[config.mk]
export PLATFORM = sky130hd
export DESIGN_NAME = wdog_bark_bite
export DESIGN_NICKNAME = d
export VERILOG_FILES = /design/src/rtl/wdog_pkg.sv /design/src/rtl/wdog_regs.sv /design/src/rtl/wdog_core.sv /design/src/rtl/wdog_pulse.sv /design/src/rtl/wdog_bark_bite.sv
export SDC_FILE = /design/constraint.sdc
export NUM_CORES = 1
export LEC_CHECK = 0
export BUFFER_PORTS_ARGS = -buffer_cell sky130_fd_sc_hd__buf_2
export CAP_MARGIN = 10
export CORE_MARGIN = 3
export CORE_UTILIZATION = 50
export CTS_CLUSTER_SIZE = 14
export DETAILED_ROUTE_END_ITERATION = 10
export PLACE_DENSITY = 0.76
export SYNTH_ARGS = -nofsm -noshare
export SYNTH_HDL_FRONTEND = slang
export SYNTH_SLANG_ARGS = --single-unit
[constraint.sdc]
create_clock -name clk_i -period 3.2 [get_ports clk_i]
set_clock_uncertainty 0.05 [all_clocks]
set_input_delay 0.32 -clock clk_i [delete_from_list [all_inputs] [get_ports clk_i]]
set_output_delay 0.32 -clock clk_i [all_outputs]
set_load 0.005 [all_outputs]
[src/rtl/wdog_pkg.sv]
package wdog_pkg;
  localparam int unsigned OFF_KICK   = 32'h04;
  localparam int unsigned OFF_CTRL   = 32'h08;
  localparam int unsigned OFF_CAUSE  = 32'h0C;
  localparam int unsigned OFF_WARN   = 32'h10;
  localparam int unsigned OFF_EXPIRE = 32'h14;
  localparam int unsigned BUS_W      = 32;
  localparam int unsigned CTRL_W     = 2;

  typedef struct packed {
    logic irq_allow;
    logic run;
  } ctrl_t;
endpackage

[src/rtl/wdog_regs.sv]
module wdog_regs
  import wdog_pkg::*;
#(
  parameter int unsigned ADDR_W = 5,
  parameter int unsigned CNT_W  = 32
) (
  input  logic              clk_i,
  input  logic              rst_ni,
  input  logic              por_ni,
  input  logic [ADDR_W-1:0] addr_i,
  input  logic              we_i,
  input  logic [BUS_W-1:0]  wdata_i,
  output logic [BUS_W-1:0]  rdata_o,
  input  logic              expire_evt_i,
  output ctrl_t             ctrl_o,
  output logic [CNT_W-1:0]  warn_lim_o,
  output logic [CNT_W-1:0]  expire_lim_o,
  output logic              kick_o,
  output logic              rearm_o
);
  logic sel_kick, sel_ctrl, sel_cause, sel_warn, sel_expire;
  logic cause_q, cause_clr;
  ctrl_t ctrl_q;
  logic [CNT_W-1:0] warn_q, expire_q;

  assign sel_kick   = addr_i == ADDR_W'(OFF_KICK);
  assign sel_ctrl   = addr_i == ADDR_W'(OFF_CTRL);
  assign sel_cause  = addr_i == ADDR_W'(OFF_CAUSE);
  assign sel_warn   = addr_i == ADDR_W'(OFF_WARN);
  assign sel_expire = addr_i == ADDR_W'(OFF_EXPIRE);

  assign kick_o    = we_i & sel_kick & wdata_i[0];
  assign rearm_o   = we_i & sel_ctrl;
  assign cause_clr = we_i & sel_cause & wdata_i[0];

  always_ff @(posedge clk_i or negedge rst_ni) begin
    if (!rst_ni) begin
      ctrl_q   <= '0;
      warn_q   <= '0;
      expire_q <= '0;
    end else if (we_i) begin
      if (sel_ctrl)   ctrl_q   <= ctrl_t'(wdata_i[CTRL_W-1:0]);
      if (sel_warn)   warn_q   <= wdata_i[CNT_W-1:0];
      if (sel_expire) expire_q <= wdata_i[CNT_W-1:0];
    end
  end

  // cause flag lives on power-on reset only; set beats clear
  always_ff @(posedge clk_i or negedge por_ni) begin
    if (!por_ni)           cause_q <= 1'b0;
    else if (expire_evt_i) cause_q <= 1'b1;
    else if (cause_clr)    cause_q <= 1'b0;
  end

  always_comb begin
    rdata_o = '0;
    unique case (1'b1)
      sel_ctrl:   rdata_o = BUS_W'(ctrl_q);
      sel_cause:  rdata_o = BUS_W'(cause_q);
      sel_warn:   rdata_o = BUS_W'(warn_q);
      sel_expire: rdata_o = BUS_W'(expire_q);
      default:    rdata_o = '0;
    endcase
  end

  assign ctrl_o       = ctrl_q;
  assign warn_lim_o   = warn_q;
  assign expire_lim_o = expire_q;

  p_cause_sticky_r9: assert property (@(posedge clk_i) disable iff (!por_ni)
    (cause_q && !cause_clr) |=> cause_q);
  p_cause_set_r9: assert property (@(posedge clk_i) disable iff (!por_ni)
    expire_evt_i |=> cause_q);
endmodule

[src/rtl/wdog_core.sv]
module wdog_core #(
  parameter int unsigned CNT_W = 32
) (
  input  logic             clk_i,
  input  logic             rst_ni,
  input  logic             run_i,
  input  logic             irq_allow_i,
  input  logic [CNT_W-1:0] warn_lim_i,
  input  logic [CNT_W-1:0] expire_lim_i,
  input  logic             kick_i,
  input  logic             rearm_i,
  output logic             warn_o,
  output logic             expire_o
);
  logic [CNT_W-1:0] cnt_q;
  logic halt_q, warn_q, active, clr, at_max;

  assign active = run_i & ~halt_q;
  assign clr    = ~run_i | rearm_i | kick_i;
  assign at_max = &cnt_q;

  always_ff @(posedge clk_i or negedge rst_ni) begin
    if (!rst_ni)                cnt_q <= '0;
    else if (clr)               cnt_q <= '0;
    else if (active && !at_max) cnt_q <= cnt_q + 1'b1;
  end

  // a kick or rearm in the hit cycle wins over expiry
  assign expire_o = active & ~kick_i & ~rearm_i & (cnt_q >= expire_lim_i);

  always_ff @(posedge clk_i or negedge rst_ni) begin
    if (!rst_ni)                 halt_q <= 1'b0;
    else if (rearm_i || !run_i)  halt_q <= 1'b0;
    else if (expire_o)           halt_q <= 1'b1;
  end

  always_ff @(posedge clk_i or negedge rst_ni) begin
    if (!rst_ni) warn_q <= 1'b0;
    else warn_q <= run_i & irq_allow_i & ~kick_i & ~rearm_i &
                   (warn_q | (cnt_q >= warn_lim_i));
  end

  assign warn_o = warn_q;

  p_cnt_step_r3: assert property (@(posedge clk_i) disable iff (!rst_ni)
    (active && !clr && !at_max) |=> cnt_q == $past(cnt_q) + 1'b1);
  p_no_wrap_r3: assert property (@(posedge clk_i) disable iff (!rst_ni)
    (active && !clr && at_max) |=> &cnt_q);
  p_single_hit_r8: assert property (@(posedge clk_i) disable iff (!rst_ni)
    (expire_o && !rearm_i) |=> !expire_o);
  p_warn_hold_r4: assert property (@(posedge clk_i) disable iff (!rst_ni)
    (warn_q && run_i && irq_allow_i && !kick_i && !rearm_i) |=> warn_q);
endmodule

[src/rtl/wdog_pulse.sv]
module wdog_pulse #(
  parameter int unsigned LEN = 4
) (
  input  logic clk_i,
  input  logic rst_ni,
  input  logic trig_i,
  output logic pulse_o
);
  localparam int unsigned PW = $clog2(LEN + 1);
  logic [PW-1:0] left_q;

  always_ff @(posedge clk_i or negedge rst_ni) begin
    if (!rst_ni)             left_q <= '0;
    else if (trig_i)         left_q <= PW'(LEN);
    else if (left_q != '0)   left_q <= left_q - 1'b1;
  end

  assign pulse_o = left_q != '0;

  generate
    if (LEN > 1) begin : g_multi
      p_pulse_min_r8: assert property (@(posedge clk_i) disable iff (!rst_ni)
        $rose(pulse_o) |=> pulse_o);
    end else begin : g_single
      p_pulse_one_r8: assert property (@(posedge clk_i) disable iff (!rst_ni)
        (pulse_o && !trig_i) |=> !pulse_o);
    end
  endgenerate
endmodule

[src/rtl/wdog_bark_bite.sv]
module wdog_bark_bite
  import wdog_pkg::*;
#(
  parameter int unsigned ADDR_W    = 5,
  parameter int unsigned CNT_W     = 32,
  parameter int unsigned RST_PULSE = 4
) (
  input  logic              clk_i,
  input  logic              rst_ni,
  input  logic              por_ni,
  input  logic [ADDR_W-1:0] addr_i,
  input  logic              we_i,
  input  logic [31:0]       wdata_i,
  output logic [31:0]       rdata_o,
  output logic              warn_irq_o,
  output logic              sys_rst_req_o
);
  ctrl_t ctrl;
  logic [CNT_W-1:0] warn_lim, expire_lim;
  logic kick, rearm, expire;

  wdog_regs #(.ADDR_W(ADDR_W), .CNT_W(CNT_W)) u_regs (
    .clk_i, .rst_ni, .por_ni, .addr_i, .we_i, .wdata_i, .rdata_o,
    .expire_evt_i (expire),
    .ctrl_o       (ctrl),
    .warn_lim_o   (warn_lim),
    .expire_lim_o (expire_lim),
    .kick_o       (kick),
    .rearm_o      (rearm)
  );

  wdog_core #(.CNT_W(CNT_W)) u_core (
    .clk_i, .rst_ni,
    .run_i        (ctrl.run),
    .irq_allow_i  (ctrl.irq_allow),
    .warn_lim_i   (warn_lim),
    .expire_lim_i (expire_lim),
    .kick_i       (kick),
    .rearm_i      (rearm),
    .warn_o       (warn_irq_o),
    .expire_o     (expire)
  );

  wdog_pulse #(.LEN(RST_PULSE)) u_pulse (
    .clk_i, .rst_ni,
    .trig_i  (expire),
    .pulse_o (sys_rst_req_o)
  );

  p_irq_gate_r5: assert property (@(posedge clk_i) disable iff (!rst_ni)
    !ctrl.irq_allow |=> !warn_irq_o);
  p_quiet_off_r7: assert property (@(posedge clk_i) disable iff (!rst_ni)
    !ctrl.run |=> !$rose(sys_rst_req_o));
  p_req_on_hit_r3: assert property (@(posedge clk_i) disable iff (!rst_ni)
    expire |=> sys_rst_req_o);
endmodule

Yosys cells after proc, flatten, opt, wreduce, memory -nomap -nowiden
Index checks and enable logic that the tools add are counted.
Operators by class
  add/sub/neg operators: 2
  multiply operators: 0
  div/mod/pow operators: 0
  order comparisons: 2
  equal/unequal tests: 5
  shifts and indexed selects: 0
  muxes and demuxes: 9
  bitwise logic cells: 20
  reductions and logical operators: 13
Operators by type and width (number)
  32-bit one-hot mux with 4 select lines: 1
  32-bit >= comparator: 2
  32-bit two-way mux: 2
  32-bit by 1-bit adder with 32-bit output (second input constant): 1
  32-bit AND reduction: 1
  1-bit bitwise AND: 13
  5-bit by 4-bit equality test with 1-bit output (second input constant): 2
  5-bit equality test (second input constant): 2
  2-bit nonzero test: 4
  3-bit two-way mux: 2
  2-bit AND reduction: 3
  5-bit by 3-bit equality test with 1-bit output (second input constant): 1
  1-bit two-way mux: 4
  1-bit NOT: 4
  1-bit OR: 3
  3-bit nonzero test: 1
  3-bit by 1-bit subtractor with 3-bit output (second input constant): 1
  1-bit logical NOT: 2
  1-bit logical AND: 1
  1-bit logical OR: 1
Storage, ports and cells
  register bits after elaboration: 104
  latch bits: 0
  RAM bits: 0
  ROM bits: 0
  bits of input ports: 41
  output and inout port bits: 34
  logic and storage cells: 60
  memories: 0

Depth between registers and ports, before layout
Gate-level depths: netlist of the first run.
  depth in word-level cells: 9
  mapped depth: 8
  gate-level depth less buffers: 8

Hierarchy
A second synthesis of the first run with hierarchy kept.
Second synthesis, totals
  cells, all modules: 625
  area, all modules: 6663.9 sq um
Modules (own cells, without submodules)
  wdog_core: instances 1, cells an instance 411, area an instance 3453.3 sq um, sequential area each 850.8 sq um
  wdog_regs: instances 1, cells an instance 198, area an instance 3032.9 sq um, sequential area each 1676.6 sq um
  wdog_pulse: instances 1, cells an instance 16, area an instance 177.7 sq um, sequential area each 75.1 sq um

Worst setup path before layout of the first run
No wires, ideal clock.
  kind: flip-flop to flip-flop
  from: reg u_core.cnt_q[0]
  to: reg u_pulse.left_q[1]
  library setup time: 0.065 ns
  arrival time: 1.870 ns
  data required time: 3.085 ns
  path slack: 1.215 ns
  cell stages (with the launch flop): 9
  buffers on the path: 0
  clock period less this slack: 1.985 ns
  path through: dfrtp_1 inv_1 ha_1 nand2b_1 a2111o_1 a32oi_1 a21oi_1 o21ai_1 o211a_1
On the way
  cells in the longest elaborated chain, start to end: 3
  elaborated cells on any way between the ends: 4
  classes of those cells: 1 x order compare; 1 x mux; 1 x bitwise; 1 x reduce/logical
RTL lines
  start: declaration: line wdog_core.sv:15  | logic [CNT_W-1:0] cnt_q;
  start signal: assignment: line wdog_core.sv:25  | else if (active && !at_max) cnt_q <= cnt_q + 1'b1;
  32-bit >= comparator (*): line wdog_core.sv:29  | assign expire_o = active & ~kick_i & ~rearm_i & (cnt_q >= expire_lim_i);
  1-bit bitwise AND (*): line wdog_core.sv:29
  3-bit two-way mux or 2-bit nonzero test (tied branches)
  end signal: assignment: line wdog_pulse.sv:14  | else if (trig_i) left_q <= PW'(LEN);
  end signal: assignment: line wdog_pulse.sv:15  | else if (left_q != '0) left_q <= left_q - 1'b1;
  end: declaration: line wdog_pulse.sv:10  | logic [PW-1:0] left_q;
Every way passes the cells marked *; elsewhere a longest branch is shown, timed or not.
A chain may end at the register's enable or synchronous reset.

Final worst setup path of the first run
  from: reg u_core.cnt_q[31]
  to: reg u_pulse.left_q[0]
The elaborated chain is that of the path after synthesis.

==> impl_metrics.yaml, run 1 <==
setup_path:
  crit_path_top_delay_cell: "nor4_1"
  cp.required_ns: 3.39
  path_max_fanout: 6
  endpoint: "u_pulse.left_q[0]$_DFFE_PN0P_"
  worstPathArrival_ns: 2.55
  crit_path_max_incr_delay_ns: 0.54
  r2r.worst_path.cells: 7
  criticalPathCategory: "register to register"
  r2r_end: "u_pulse.left_q[0]$_DFFE_PN0P_"
  worst_setup_path_end_kind: "register"
  start_kind: "register"
  path_cells: "ha_1 > nand4_1 > nor4_1 > nand2_1 > a21oi_1 > o21ai_1 > and2_1"
  startpoint: "u_core.cnt_q[31]$_DFFE_PN0P_"
  ff2ff_setup_slack_ns: 0.84
  r2r-start: "u_core.cnt_q[31]$_DFFE_PN0P_"
sta:
  fin_setup_tns_ns: 0
  slew_headroom: 0.5736
  fin_crit_sh: 0.7366
  finalSetupViolations: 0
  setup_slack_ns: 0.8429
  rsz0062_at_grt: "no"
  maxSlewViolCount: 0
  post-route-min-period_ns: 2.357
  max_freq_mhz: 424.3
  hold_violations: 0
  worst_pin_slew_ns: 0.6381
place:
  gp_routability_congestion: 0.8382
  io_buffers: 74
  place_area_sq_mm: 0.007093
  dp.final_hpwl_microns: 10990
  place_ws_ns: 0.8638
clock_tree:
  cts_sinks: 104
  clk_latency_ns: 0.35
  numCtsBuffers: 9
  cts_buffer_depth: 2
  path_clk_slew_ns: 0.07
  cts_tree: "done"
  post_cts_buffers: 0
  cts_root_buf: "clkbuf_16"
  cts_hold_buf: 1
  htree_levels: 3
  post_cts_resized: 0
yosys:
  synth_ff_type: "dfrtp_1"
  synth_top_area_share: 0.3971
  ys_ff_latch: 104
  syn_nets: 795
  avgSynthCellArea_sq_um: 9.540
  synth_common_cells: "dfrtp_1, inv_1, nor2_1, ha_1, nand2_1"
  synth.distinct_cells: 60
  synthCells: 687
  yosys_warnings: 0
  ys_seq_area_frac: 0.3971
  yosysTopAreaCell: "dfrtp_1"
  async_reset_ff_frac: 1.000
  syn_area_sq_mm: 0.006554
  synth_edf_count: 0
  synth_most_common_cell: "dfrtp_1"
  synth_area_leaders: "dfrtp_1, ha_1, mux2_2"
pwr:
  p_leak_nw: 3.674
  ir_drop_v: 0.0003094
  power_per_cell_area_mw_per_mm2: 453.1
floorplanning:
  ioPinCount: 75
  core_sq_mm: 0.01272
  start_util: 0.5151
  die-area_sq_mm: 0.01452
  std_cell_rows: 41
  die_h_microns: 120.5
  fp.dieW_microns: 120.5
routing:
  vias: 5167
  postRouteAntennaNets: 0
  vias_per_cell: 5.520
  dr.pass1.iters: 5
  drt-wirelength-per-cell_microns: 15.62
  post-route-drc-count: 0
  wl_microns: 14620
  drtIter0Drc: 281
run_status:
  status: "finished, final reports clean"
finish:
  regArea_sq_mm: 0.002603
  fillers: 1109
  drive_gt1_frac: 0.2055
  syn_to_final_growth_pct: 13.31
  final_area_sq_mm: 0.007426
  multiInputGateArea_sq_mm: 0.003587
  n_antenna_cell: 0
  fin_nets: 867
grt:
  grt_start_max_net_pins: 92
  grt_pass1_vias: 5304
  grt_usage: 0.2119
  grt_antenna_before_repair: 0
  grt_pass1_wl_microns: 25130
  grt-ovfl-total: 0
worst_hold_path:
  min_path_type: "input port to register"
job:
  drv_cap: 0
layout by cell type (no fill, tap or decap), types with 2 or more instances in the layout:
master,instances
dfrtp_1,104
buf_2,73
inv_1,70
nor2_1,68
ha_1,67
nand2_1,65
o21ai_0,54
mux2_2,34
mux2i_1,33
a21oi_1,32
nand3_1,18
xnor2_1,14
xor2_1,11
nand4_1,10
nor3_1,9
clkbuf_16,9
buf_4,8
or3_1,6
nand2b_1,4
nor4b_2,4
and2_1,3
nor4_1,3
nor2b_1,3
nor3b_1,3
and3_1,3
and4_1,3
clkinv_2,3
clkbuf_8,3
o22ai_1,2
a211oi_1,2
o211ai_1,2
o21a_1,2
a21o_1,2
and3_4,2
and4_4,2
nand4_4,2
nand3_2,2
dlygate4sd3_1,2
cells by family after synthesis:
kind of cell / Yosys count / share of synthesized area
flops: 104 / 0.3971
buf+inv: 93 / 0.05574
xor+xnor: 25 / 0.03341
mux: 67 / 0.1088
fa+ha+maj: 67 / 0.1279
compound gates: 108 / 0.09603
simple gates: 223 / 0.1810
worst min path at each step:
| stage | cells past startpoint | endpoint | slack (ns) | startpoint |
|---|---|---|---|---|
| after floorplan | 0 | u_core.cnt_q[0]$_DFFE_PN0P_ | -0.03 | rst_ni |
| after global placement | 1 | u_regs.cause_q$_DFFE_PN0P_ | 0.05 | por_ni |
| after detailed placement | 1 | u_regs.cause_q$_DFFE_PN0P_ | 0.05 | por_ni |
| after CTS | 3 | u_regs.expire_lim_o[27]$_DFFE_PN0P_ | 0.13 | wdata_i[27] |
| after global routing | 3 | u_regs.expire_lim_o[6]$_DFFE_PN0P_ | 0.14 | wdata_i[6] |
| final | 3 | u_regs.expire_lim_o[27]$_DFFE_PN0P_ | 0.14 | wdata_i[27] |
flip-flops by register name (all words and copies together), names as in the netlist:
register and cells:
u_core.cnt_q 32, u_core.halt_q 1, u_core.warn_o 1, u_pulse.left_q 3, u_regs.cause_q 1, u_regs.ctrl_o 2
u_regs.expire_lim_o 32, u_regs.warn_lim_o 32
layer usage:
| layer | GRT usage | vias to the layer above | share of wire |
|---|---|---|---|
| met5 | 0 | - | 0 |
| met4 | 0.03541 | 0 | 0.010 |
| met3 | 0.04490 | 14 | 0.040 |
| met2 | 0.3678 | 106 | 0.50 |
| met1 | 0.2781 | 2524 | 0.45 |
| li1 | - | 2523 | - |
cell type report:
| class | count | share of cell area |
|---|---|---|
| Clock buffer | 13 | 0.03639 |
| Clock inverter | 3 | 0.002022 |
| Inverter | 70 | 0.03538 |
| Multi-Input combinational cell | 490 | 0.4831 |
| Sequential cell | 104 | 0.3505 |
| Tap cell | 172 | 0.02898 |
| Timing Repair Buffer | 84 | 0.06369 |
worst max-delay path: cells and delay by family, from the launching register on:
family / cells / cell delay (ns)
simple gates: 4 / 1.00
flops: 1 / 0.46
compound gates: 2 / 0.40
fa+ha+maj: 1 / 0.32
through the flow:
| step | hold WS, ns | utilization | total power [mW] | std cells |
|---|---|---|---|---|
| after global placement | 0.04955 | 0.5575 | 2.274 | 917 |
| final | 0.1369 | 0.5837 | 3.365 | 936 |
| after global routing | 0.1379 | 0.5837 | 3.567 | 936 |
| after CTS | 0.1257 | 0.5807 | 3.390 | 934 |
| after detailed placement | 0.05095 | 0.5575 | 2.320 | 917 |
| after floorplan | -0.02559 | - | 2.087 | 687 |
where the power goes:
group	internal, mW	leakage [nW]	switching [mW]	total, mW
combinational	0.298	2.20	0.390	0.688
clock	0.588	0.145	0.474	1.06
sequential	1.50	1.33	0.119	1.61
Note: power is estimated with default switching activity, not from simulation.
==> run 2, diff against run 1 <==
- clock period: 3.2 -> 2.35 ns (I/O delays scaled with it)
==> run 2 against run 1 <==
Maximum frequency up 11%. Sequential power up 37%. Wire length up 2.5%. Utilization up 0.21 points. First-iteration DRC count up 31%. Die area unchanged. Global-route usage up 0.38 points. Combinational power up 39%. Critical path depth up 1. Clock power up 29%. Hold slack worse by 0.088 ns. Critical path type unchanged. Largest cell class unchanged. Largest power group unchanged.
==> impl_metrics.yaml, run 2 (synthesis gave the netlist of run 1 again) <==
run_status:
  status: "finished, final reports clean"
place:
  dp.final_hpwl_microns: 11500
  io_buffers: 74
  place_ws_ns: 0.1679
  gp_routability_congestion: 0.8620
setup_path:
  r2r-start: "u_core.cnt_q[0]$_DFFE_PN0P_"
  path_max_fanout: 5
  worstPathArrival_ns: 2.36
  startpoint: "u_core.cnt_q[0]$_DFFE_PN0P_"
  start_kind: "register"
  cp.required_ns: 2.59
  worst_setup_path_end_kind: "register"
  criticalPathCategory: "register to register"
sta:
  max_freq_mhz: 472.9
  fin_crit_sh: 0.8998
  worst_pin_slew_ns: 0.5562
  finalSetupViolations: 0
  slew_headroom: 0.6269
  holdWs_ns: 0.04855
  hold_violations: 0
  post-route-min-period_ns: 2.114
  rsz0062_at_grt: "no"
  setup_slack_ns: 0.2356
  fin_setup_tns_ns: 0
  maxSlewViolCount: 0
clock_tree:
  path_clk_slew_ns: 0.07
  numCtsBuffers: 9
  cts_buffer_depth: 2
  cts_tree: "done"
  clk_latency_ns: 0.35
  cts_root_buf: "clkbuf_16"
  cts_sinks: 104
  htree_levels: 3
floorplanning:
  die_h_microns: 120.5
  std_cell_rows: 41
  fp.dieW_microns: 120.5
  ioPinCount: 75
  core_sq_mm: 0.01272
  die-area_sq_mm: 0.01452
  start_util: 0.5151
finish:
  syn_to_final_growth_pct: 13.71
  fin_nets: 875
  layout_common_cells: "dfrtp_1, buf_2, inv_1, nor2_1, ha_1"
  drive_gt1_frac: 0.2104
  n_antenna_cell: 0
  final_common_cell: "dfrtp_1"
pwr:
  switching_power_mw: 1.334
  power_per_cell_area_mw_per_mm2: 606.9
  p_sw_frac: 0.2949
  total_power_mw: 4.522
  p_comb_frac: 0.211
  p_leak_nw: 3.690
  power_frac_seq: 0.486
  ir_drop_v: 0.0004835
  p_int_mw: 3.189
  p_clk_frac: 0.303
grt:
  grt_pass1_vias: 5360
  grt_pass1_wl_microns: 25580
  grt_usage: 0.2157
  grt_start_max_net_pins: 50
  grt_antenna_before_repair: 0
  grt-ovfl-total: 0
routing:
  vias: 5224
  dr.pass1.iters: 7
  postRouteAntennaNets: 0
  wl_microns: 14990
  drt-wirelength-per-cell_microns: 15.91
  drtIter0Drc: 369
  vias_per_cell: 5.546
  post-route-drc-count: 0
job:
  drv_cap: 0
worst_hold_path:
  holdCritStartpoint: "wdata_i[23]"
  min_path_type: "input port to register"
-- run 2: cell count changes in the layout (fill, tap and decap cells not counted), sizes merged --
| cell | previous run | this run |
|---|---|---|
| buf | 82 | 90 |
| clkinv | 3 | 1 |
-- run 2: final cells by class --
cell class | instances | area, sq um
clock inverter | 1 | 5.005
clock buffer | 13 | 250.2
timing repair buffer | 92 | 525.5
sequential | 104 | 2603
tap | 172 | 215.2
fill | 1164 | 5270
multi-input combinational | 490 | 3591
inverter | 70 | 262.8
-- run 2: per-layer routing --
metal / track usage / vias up / wire, microns
li1: - / 2527 / -
met1: 0.2844 / 2532 / 6720
met2: 0.3615 / 139 / 7332
met3: 0.04210 / 26 / 627
met4: 0.06445 / 0 / 306
met5: 0 / - / 0
-- run 2: worst max-delay path: stages, from the launching register on --
cell	delay [ns]
dfrtp_1	0.42
inv_1	0.10
ha_1	0.27
nand2b_1	0.15
a2111o_1	0.40
a32oi_1	0.17
a21oi_1	0.10
o21ai_2	0.22
o211a_1	0.18
-- run 2: path summary, 6_finish.rpt --
check | to | slack, ns | cells past startpoint
max in group asynchronous | u_regs.warn_lim_o[1]$_DFFE_PN0P_ | 1.24 | 3
worst min-delay path | u_regs.expire_lim_o[23]$_DFFE_PN0P_ | 0.05 | 3
worst max register to register | u_pulse.left_q[1]$_DFFE_PN0P_ | 0.24 | 8
worst min register to register | u_regs.cause_q$_DFFE_PN0P_ | 0.48 | 2
min in group asynchronous | u_regs.cause_q$_DFFE_PN0P_ | 0.13 | 2
worst max-delay path | u_pulse.left_q[1]$_DFFE_PN0P_ | 0.24 | 8
-- run 2: power by group through the flow --
stage,clock [mW],sequential (mW),combinational [mW]
after floorplan,0,2.18,0.662
after global placement,0,2.21,0.903
after detailed placement,0,2.23,0.945
after CTS,1.41,2.20,0.963
after global routing,1.48,2.23,1.10
final,1.37,2.20,0.953
-- run 2: per-stage QoR --
step           utilization  cells  area (sq um)
5_1_grt             0.5858    942          7452
2_1_floorplan            -    687          6554
4_1_cts             0.5855    942          7448
3_5_place_dp        0.5638    926          7173
3_3_place_gp        0.5638    926          7173
6_report            0.5858    942          7452
-- run 2: repair_timing --
item,4_1_cts,5_1_grt
endpoints found under the setup margin,0,1
gates resized for setup,0,1
hold buffers,2,0
hold endpoints to repair,29,0
setup buffers,0,0
